File: config.mk
export PLATFORM = sky130hd
export DESIGN_NAME = pg_delay
export DESIGN_NICKNAME = d
export VERILOG_FILES = /design/src/rtl/pgd_pkg.sv /design/src/rtl/pgd_linear_decode.sv /design/src/rtl/pgd_cfg_hold.sv /design/src/rtl/pgd_fsm.sv /design/src/rtl/pg_delay.sv
export SDC_FILE = /design/constraint.sdc
export NUM_CORES = 1
export LEC_CHECK = 0
export BUFFER_PORTS_ARGS = -buffer_cell sky130_fd_sc_hd__buf_2
export CAP_MARGIN = 25
export CORE_MARGIN = 2
export CORE_UTILIZATION = 60
export DETAILED_ROUTE_END_ITERATION = 7
export PLACE_DENSITY_LB_ADDON = 0.1
export SLEW_MARGIN = 20
export SYNTH_ARGS = -nofsm -noshare
export SYNTH_HDL_FRONTEND = slang
export SYNTH_HIERARCHICAL = 1
export SYNTH_SLANG_ARGS = --single-unit
File: constraint.sdc
create_clock -name clk -period 2.4 [get_ports clk]
set_input_delay 0.36 -clock clk [delete_from_list [all_inputs] [get_ports clk]]
set_output_delay 0.36 -clock clk [all_outputs]
set_load 0.02 [all_outputs]
File: src/rtl/pgd_pkg.sv
package pgd_pkg;
    localparam int WORD_W = 16;
    localparam int EXP_W  = 5;
    localparam int MAN_W  = 11;

    typedef enum logic [1:0] {
        PGD_IDLE = 2'd0,
        PGD_WAIT = 2'd1,
        PGD_GOOD = 2'd2
    } pgd_state_e;
endpackage

File: src/rtl/pgd_linear_decode.sv
module pgd_linear_decode
    import pgd_pkg::*;
#(
    parameter int MAX_TICKS = 65500,
    parameter int TICK_W    = $clog2(MAX_TICKS + 1)
) (
    input  logic [WORD_W-1:0] word_i,
    output logic [TICK_W-1:0] ticks_o
);
    localparam int PROD_W = MAN_W + 2;
    localparam int WIDE_W = 48;

    logic [EXP_W-1:0]  exp_f;
    logic [MAN_W-1:0]  man_f;
    logic              man_neg;
    logic [PROD_W-1:0] prod;
    logic [EXP_W-1:0]  rshift;
    logic [WIDE_W-1:0] wide;

    assign exp_f   = word_i[WORD_W-1 -: EXP_W];
    assign man_f   = word_i[MAN_W-1:0];
    assign man_neg = man_f[MAN_W-1];
    // mantissa times five converts milliseconds into 200 us units
    assign prod    = ({2'b00, man_f} << 2) + {2'b00, man_f};
    assign rshift  = (~exp_f) + 1'b1;

    always_comb begin
        wide = '0;
        if (man_neg || prod == '0) begin
            wide = '0;
        end else if (!exp_f[EXP_W-1]) begin
            wide = {{(WIDE_W-PROD_W){1'b0}}, prod} << exp_f[EXP_W-2:0];
        end else begin
            wide = ({{(WIDE_W-PROD_W){1'b0}}, prod}
                    + (WIDE_W'(1) << (rshift - 1'b1))) >> rshift;
        end
    end

    always_comb begin
        if (wide > WIDE_W'(MAX_TICKS)) ticks_o = TICK_W'(MAX_TICKS);
        else                           ticks_o = wide[TICK_W-1:0];
    end
endmodule

File: src/rtl/pgd_cfg_hold.sv
module pgd_cfg_hold
    import pgd_pkg::*;
#(
    parameter int MAX_TICKS = 65500,
    parameter int TICK_W    = $clog2(MAX_TICKS + 1)
) (
    input  logic              clk,
    input  logic              rst_n,
    input  logic              we_i,
    input  logic [WORD_W-1:0] wdata_i,
    output logic [TICK_W-1:0] pending_o
);
    logic [TICK_W-1:0] decoded;

    pgd_linear_decode #(.MAX_TICKS(MAX_TICKS), .TICK_W(TICK_W)) u_dec (
        .word_i  (wdata_i),
        .ticks_o (decoded)
    );

    always_ff @(posedge clk or negedge rst_n) begin
        if (!rst_n)    pending_o <= '0;
        else if (we_i) pending_o <= decoded;
    end
endmodule

File: src/rtl/pgd_fsm.sv
module pgd_fsm
    import pgd_pkg::*;
#(
    parameter int MAX_TICKS = 65500,
    parameter int TICK_W    = $clog2(MAX_TICKS + 1)
) (
    input  logic              clk,
    input  logic              rst_n,
    input  logic              tick_i,
    input  logic              cond_i,
    input  logic [TICK_W-1:0] pending_i,
    output pgd_state_e        state_o,
    output logic [TICK_W-1:0] remain_o,
    output logic              good_o
);
    pgd_state_e state_q, state_d;
    logic [TICK_W-1:0] remain_d;

    always_comb begin
        state_d  = state_q;
        remain_d = remain_o;
        unique case (state_q)
            PGD_IDLE: begin
                if (cond_i) begin                 // arm
                    state_d  = PGD_WAIT;
                    remain_d = pending_i;
                end
            end
            PGD_WAIT: begin
                if (!cond_i) begin                // abort
                    state_d  = PGD_IDLE;
                    remain_d = '0;
                end else if (tick_i) begin
                    if (remain_o == '0) state_d = PGD_GOOD;   // expire
                    else                remain_d = remain_o - 1'b1;
                end
            end
            PGD_GOOD: begin
                if (!cond_i) state_d = PGD_IDLE;  // release
            end
            default: state_d = PGD_IDLE;
        endcase
    end

    always_ff @(posedge clk or negedge rst_n) begin
        if (!rst_n) begin
            state_q  <= PGD_IDLE;
            remain_o <= '0;
        end else begin
            state_q  <= state_d;
            remain_o <= remain_d;
        end
    end

    always_comb begin
        good_o  = (state_q == PGD_GOOD) && cond_i;
        state_o = state_q;
    end
endmodule

File: src/rtl/pg_delay.sv
module pg_delay
    import pgd_pkg::*;
#(
    parameter int MAX_TICKS = 65500
) (
    input  logic        clk,
    input  logic        rst_n,
    input  logic        cfg_we,
    input  logic [15:0] cfg_wdata,
    input  logic        tick,
    input  logic        pg_int,
    output logic        pg_out
);
    localparam int TICK_W = $clog2(MAX_TICKS + 1);

    logic [TICK_W-1:0] pending_ticks;
    logic [TICK_W-1:0] remaining;
    pgd_state_e        fsm_state;

    pgd_cfg_hold #(.MAX_TICKS(MAX_TICKS), .TICK_W(TICK_W)) u_cfg (
        .clk       (clk),
        .rst_n     (rst_n),
        .we_i      (cfg_we),
        .wdata_i   (cfg_wdata),
        .pending_o (pending_ticks)
    );

    pgd_fsm #(.MAX_TICKS(MAX_TICKS), .TICK_W(TICK_W)) u_fsm (
        .clk       (clk),
        .rst_n     (rst_n),
        .tick_i    (tick),
        .cond_i    (pg_int),
        .pending_i (pending_ticks),
        .state_o   (fsm_state),
        .remain_o  (remaining),
        .good_o    (pg_out)
    );
endmodule

== Yosys cells after proc, flatten, opt, wreduce, memory -nomap -nowiden ==
Cells that the tools add are included.

* Shift-type cells: 3
* Multiply operators: 0
* Divide/modulo/power cells: 0
* Bitwise logic cells: 1
* Reductions and logical operators: 8
* Muxes and demuxes: 14
* Add/sub/neg operators: 5
* Equality and inequality tests: 7
* $lt $le $gt $ge: 1

{| class="wikitable"
|+ Operators with widths
! kind !! count
|-
| two-way mux 48 bit || 2
|-
| two-way mux 16 bit || 5
|-
| adder 13 x 48 -> 48 bit || 1
|-
| > comparator 48 x 16 -> 1 bit (second input constant) || 1
|-
| << shifter 1 x 5 -> 48 bit (first input constant) || 1
|-
| << shifter 13 x 4 -> 48 bit || 1
|-
| >> shifter 48 x 5 -> 48 bit || 1
|-
| one-hot mux 16 bit (2 select lines) || 1
|-
| logical NOT 16 bit || 1
|-
| subtractor 16 x 1 -> 16 bit (second input constant) || 1
|-
| adder 13 x 11 -> 13 bit || 1
|-
| logical NOT 13 bit || 1
|-
| two-way mux 2 bit || 5
|-
| AND reduction 4 bit || 2
|-
| != test 3 bit (second input constant) || 2
|-
| one-hot mux 2 bit (3 select lines) || 1
|-
| adder 5 x 1 -> 5 bit (second input constant) || 1
|-
| NOT 5 bit || 1
|-
| subtractor 5 x 1 -> 5 bit (second input constant) || 1
|-
| != test 2 bit (second input constant) || 2
|-
| != test 3 x 2 -> 1 bit (second input constant) || 1
|-
| equality test 2 x 1 -> 1 bit (second input constant) || 1
|-
| equality test 2 bit (second input constant) || 1
|-
| logical NOT 2 bit || 1
|-
| 3 further kinds || 3
|}

* Latch bits: 0
* Register bits after elaboration: 34
* Memories kept: 0
* Input bits: 21
* Output and inout port bits: 1
* Bits in read-only memories: 0
* RAM bits: 0
* Word-level logic and storage cells: 42

== Logic depth before layout (Yosys ltp) ==
* Depth after elaboration: 10
* Depth in mapped cells: 27
* Depth with buffers taken out: 21

== By module ==
Netlist, hierarchy kept.

{| class="wikitable"
|+ By module, submodules not included
! module !! cells each !! instances !! area an instance (sq um) !! sequential area each (sq um)
|-
| pgd_linear_decode || 680 || 1 || 4470.5 || 0.0
|-
| pgd_fsm || 130 || 1 || 1153.6 || 450.4
|-
| pgd_cfg_hold || 34 || 1 || 649.4 || 400.4
|}

== Worst setup path after synthesis ==
OpenSTA, ideal clock, no wires.

* Kind: input port to flip-flop
* From: input port cfg_wdata[11]
* To: register u_cfg.pending_o[4]
* Setup slack: -3.667 ns
* Buffers on the path: 5
* Data required time: 2.275 ns
* Arrival: 5.942 ns
* Cell stages on the path: 26
* Cells stage by stage: clkbuf_1 > clkinv_1 > buf_1 > clkbuf_1 > ha_1 > clkbuf_1 > nor3b_1 > or2_1 > o211ai_2 > clkbuf_1 > and3_1 > ha_1 > inv_1 > fa_1 > nand2b_1 > a21o_1 > a31o_2 > a221o_1 > nand2_2 > nor3_1 > a311o_2 > o41a_1 > o21a_1 > nand4_2 > nand3_1 > mux2_4

* Word-level cells in the longest chain between the ends: 10

{| class="wikitable"
|+ RTL lines
! element !! RTL line !! source
|-
| start, declared || pg_delay.sv:9 || <nowiki>input logic [15:0] cfg_wdata,</nowiki>
|-
| NOT 5 bit || pgd_linear_decode.sv:25 || <nowiki>assign rshift = (~exp_f) + 1'b1;</nowiki>
|-
| adder 5 x 1 -> 5 bit || pgd_linear_decode.sv:25 ||
|-
| subtractor 5 x 1 -> 5 bit || pgd_linear_decode.sv:35 || <nowiki>+ (WIDE_W'(1) << (rshift - 1'b1))) >> rshift;</nowiki>
|-
| << shifter 1 x 5 -> 48 bit || pgd_linear_decode.sv:35 ||
|-
| adder 13 x 48 -> 48 bit || pgd_linear_decode.sv:35 ||
|-
| >> shifter 48 x 5 -> 48 bit || pgd_linear_decode.sv:34 || <nowiki>wide = ({{(WIDE_W-PROD_W){1'b0}}, prod}</nowiki>
|-
| two-way mux 48 bit (*) || pgd_linear_decode.sv:31 || <nowiki>end else if (!exp_f[EXP_W-1]) begin</nowiki>
|-
| two-way mux 48 bit (*) || pgd_linear_decode.sv:29 || <nowiki>if (man_neg || prod == '0) begin</nowiki>
|-
| > comparator 48 x 16 -> 1 bit || pgd_linear_decode.sv:40 || <nowiki>if (wide > WIDE_W'(MAX_TICKS)) ticks_o = TICK_W'(MAX_TICKS);</nowiki>
|-
| two-way mux 16 bit (*) || pgd_linear_decode.sv:40 ||
|-
| net u_cfg.decoded[4] || pgd_cfg_hold.sv:13 || <nowiki>logic [TICK_W-1:0] decoded;</nowiki>
|-
| end signal, assigned || pgd_cfg_hold.sv:22 || <nowiki>else if (we_i) pending_o <= decoded;</nowiki>
|-
| end, declared || pgd_cfg_hold.sv:11 || <nowiki>output logic [TICK_W-1:0] pending_o</nowiki>
|}

The timed path passes the listed nets; every way through them passes the cells marked *.
A chain may end at the register's enable or synchronous reset.

== Final worst setup path ==
* From: input port cfg_wdata[11]
* To: register u_cfg.pending_o[9]

Same word-level chain as after synthesis.

==> reports/summary.txt <==
Status: complete, but fails checks
Failing checks: design-rule violations, negative setup slack
Syn Inst Count: 844
Reg2reg start: u_fsm/remain_o[1]
Post-synth design cell area: 6270 um^2
Clock slew seen by the registers of the worst setup and hold paths: 70 ps
Vias in the first global route: 8353
GP Congestion: 1.14
Sequential area share after synthesis: 13.6%
Relative max-transition margin: 43.1%
Layout Utilization: 88.8%
CTS tree: done
Fmax: 209 MHz
First-pass iteration count of the detailed router: 8
Worst Path Arrival: 4950 ps
Critical path class: in -> reg
IO Port Bufs: 21
Worst path max stage delay: 380 ps
CP required: 2570 ps
Drt drc: 20
H-tree depth: 2
Syn_nets: 897
Leak: 4.05 nW
Crit-path slowest cell: a221o_1
Setup WS pre-CTS: -2660 ps
Die area: 11300 um^2
Worst r2r dst: u_fsm/remain_o[2]
Clock Path Buffers: 2
Crit. Startpoint: cfg_wdata[11]
DR iter-0 viols: 1542
Tcrit/Tclk final: 199%
Antenna violations before repair: 0
Final min period: 4780 ps
Kind of cell adding the most delay to the critical path: compound AO/OA/AOI/OAI gates
Critical path cell sequence: buf_8 -> clkinv_8 -> ha_4 -> nor3b_4 -> or2_4 -> o211ai_4 -> buf_6 -> nand3_4 -> buf_6 -> fa_2 -> nand2b_4 -> a21o_1 -> a31o_2 -> a221o_1 -> and2_4 -> buf_4 -> a21oi_1 -> o21a_1 -> o221ai_1 -> o21a_2 -> buf_6 -> inv_2 -> nand2_1 -> mux2_4
CP Launch Type: primary input
PwrDens: 454 nW/um^2
Pins Over Slew Limit: 0
Via-per-instance ratio: 7.19
Setup TNS: -34650 ps
#FFs+latches synth: 34
Clock latency on the worst-skew pair: 280 ps
Clk sink count: 34
Ys flop type: dfrtp_1
Peak supply drop: 463 uV
RSZ-0062 raised after global routing: yes
Number of setup violations in the final report: 16
Detailed Place HPWL: 18600 um
Pin count of the biggest net entering global routing: 37
Flop2flop setup slack: 120 ps
Via count: 8813
Hold buffers post-CTS: 0
Grt ovf: 0
CP Max Fanout: 7
Yosys warns: 6
Chip width: 106 um
CP Buf/Inv Count: 7
I/O pins: 22
First-pass GRT wire length: 41600 um
Worst R2R Path Depth: 8
Fin Hold WS: 132 ps
Min-Delay Path Class: in -> async
Clk_skew: 4.47 ps
FF+latch area: 851 um^2
Number of flops mapped to enable cells by yosys: 0
Nets: 1141
Layout area overhead: 44.9%
Number of CTS-inserted buffers: 5
Post-Route WL: 28700 um
Crit-path most repeated cell: buf_6
Root buffer cell: clkbuf_8
Placed Area: 8210 um^2
Max Cap Viol: 0
Filler Cells Inserted: 511
All-Layer GR Usage: 45.5%
Syn avg cell area: 7.43 um^2
Hold Vio Cnt, Final: 0
Starting Density: 61.3%
Footprint of the multi-input gates: 5620 um^2
FFs w/ async S/R, synth: 100%
Row count: 37
Worst-margin pin slew: 845 ps
Final std cell area, no fill: 9090 um^2
Wire length per cell: 23.4 um
Distinct cells, synth: 107
CP Capture Type: flip-flop
Chip height: 106 um
Final worst slack: -2380 ps
Share of cells above drive strength 1: 41.5%
Antenna cells: 0
Core ar.: 10200 um^2
Final ANT Viol Nets: 0
-- cells in the final DEF, fill, tap and decap left out, drive strengths merged, types with 10 or more instances in the layout --
cell and n:
a211oi 17, nor3 27, mux2 24, o31ai 13, o211ai 24, nand4 10
inv 23, buf 293, nand2 76, a21o 11, mux2i 15, nor2 79
a22oi 10, a21oi 51, and2 11, ha 30, nand2b 12, xnor2 17
nand3 37, dfrtp 34, a31oi 17, and3 23, o21ai 70
-- layer usage --
layer  track usage [%]  up-vias  part of all wire (%)
li1                  -     3726                     -
met1              54.2     4036                    35
met2              75.0      803                    45
met3              7.79      248                    11
met4              30.4        0                   8.8
met5                 0        -                     0
-- metrics by stage --
| step | total power, W | cells |
|---|---|---|
| final | 0.00412 | 1225 |
| after global routing | 0.00429 | 1225 |
| after CTS | 0.00382 | 1219 |
| after detailed placement | 0.00320 | 1194 |
| after global placement | 0.00310 | 1194 |
| after floorplan | 0.00219 | 844 |
-- cells in the mapped netlist (all sizes together) (10+ instances only) --
cell type   n  area share [%]
a211oi     17             2.4
a21o       11             1.3
a21oi      51             4.2
a22oi      10             1.2
a31oi      17             1.8
and2       11             1.1
and3       23             2.3
buf        28             3.0
clkbuf     28             1.7
dfrtp      34              14
ha         30             6.0
inv        22             1.3
mux2       24             5.0
mux2i      15             2.4
nand2      76             4.7
nand2b     12             1.2
nand3      37             3.1
nand4      10             1.1
nor2       79             4.9
nor3       27             2.3
o211ai     24             3.0
o21ai      70             5.7
o31ai      13             1.6
xnor2      17             2.5
-- timing repair --
| action | CTS | global route |
|---|---|---|
| endpoints found under the setup margin | 16 | 19 |
| pin swaps | 35 | 43 |
| setup buffers | 16 | 7 |
| endpoints found under the hold margin | 0 | 0 |
| gates resized for setup | 77 | 47 |
| cloned | 1 | 0 |
-- worst register-to-register path, stage by stage, from the launching register on --
cell and delay (ps):
dfrtp_1 400, inv_1 100, ha_1 170, or3b_1 440
nor4_4 260, a41o_2 330, buf_12 170, o21ai_0 140
o21ai_0 160
-- logic make-up after synthesis --
group | count (synthesis) | share of synthesized area, %
xor gates and xnor gates | 23 | 3.45
and+or+nand+nor | 330 | 27.4
buffers and inverters | 81 | 6.18
AOI/OAI and AO/OA | 302 | 34.3
adders and majority gates | 32 | 6.62
muxes | 42 | 8.50
DFF | 34 | 13.6
-- worst max-delay path by stage --
stage,end,slack [ps],cells past startpoint
after CTS,u_cfg/pending_o[2],-2180,22
final,u_cfg/pending_o[9],-2380,24
after global placement,u_cfg/pending_o[4],-2500,22
after floorplan,u_cfg/pending_o[0],-2820,27
after global routing,u_cfg/pending_o[9],-2390,24
after detailed placement,u_cfg/pending_o[2],-2660,22
-- sequential cells by signal, indices dropped and copies added (netlist names) --
register / count
u_cfg/pending_o: 16
u_fsm/remain_o: 16
u_fsm/state_o: 2
-- final cells by class --
cell class                 instances  area share, %
timing repair buffer             293           24.5
sequential                        34           9.36
clock buffer                       6          0.909
multi-input combinational        729           61.9
tap                              136           1.87
clock inverter                     2          0.179
inverter                          25           1.25
-- power by group --
group	internal, W	total (W)	switching (W)
clock	0.000236	0.000450	0.000214
sequential	0.000690	0.000809	0.000119
combinational	0.00129	0.00286	0.00157
total	0.00222	0.00412	0.00190
No activity file was read; power rests on OpenSTA's default activity.
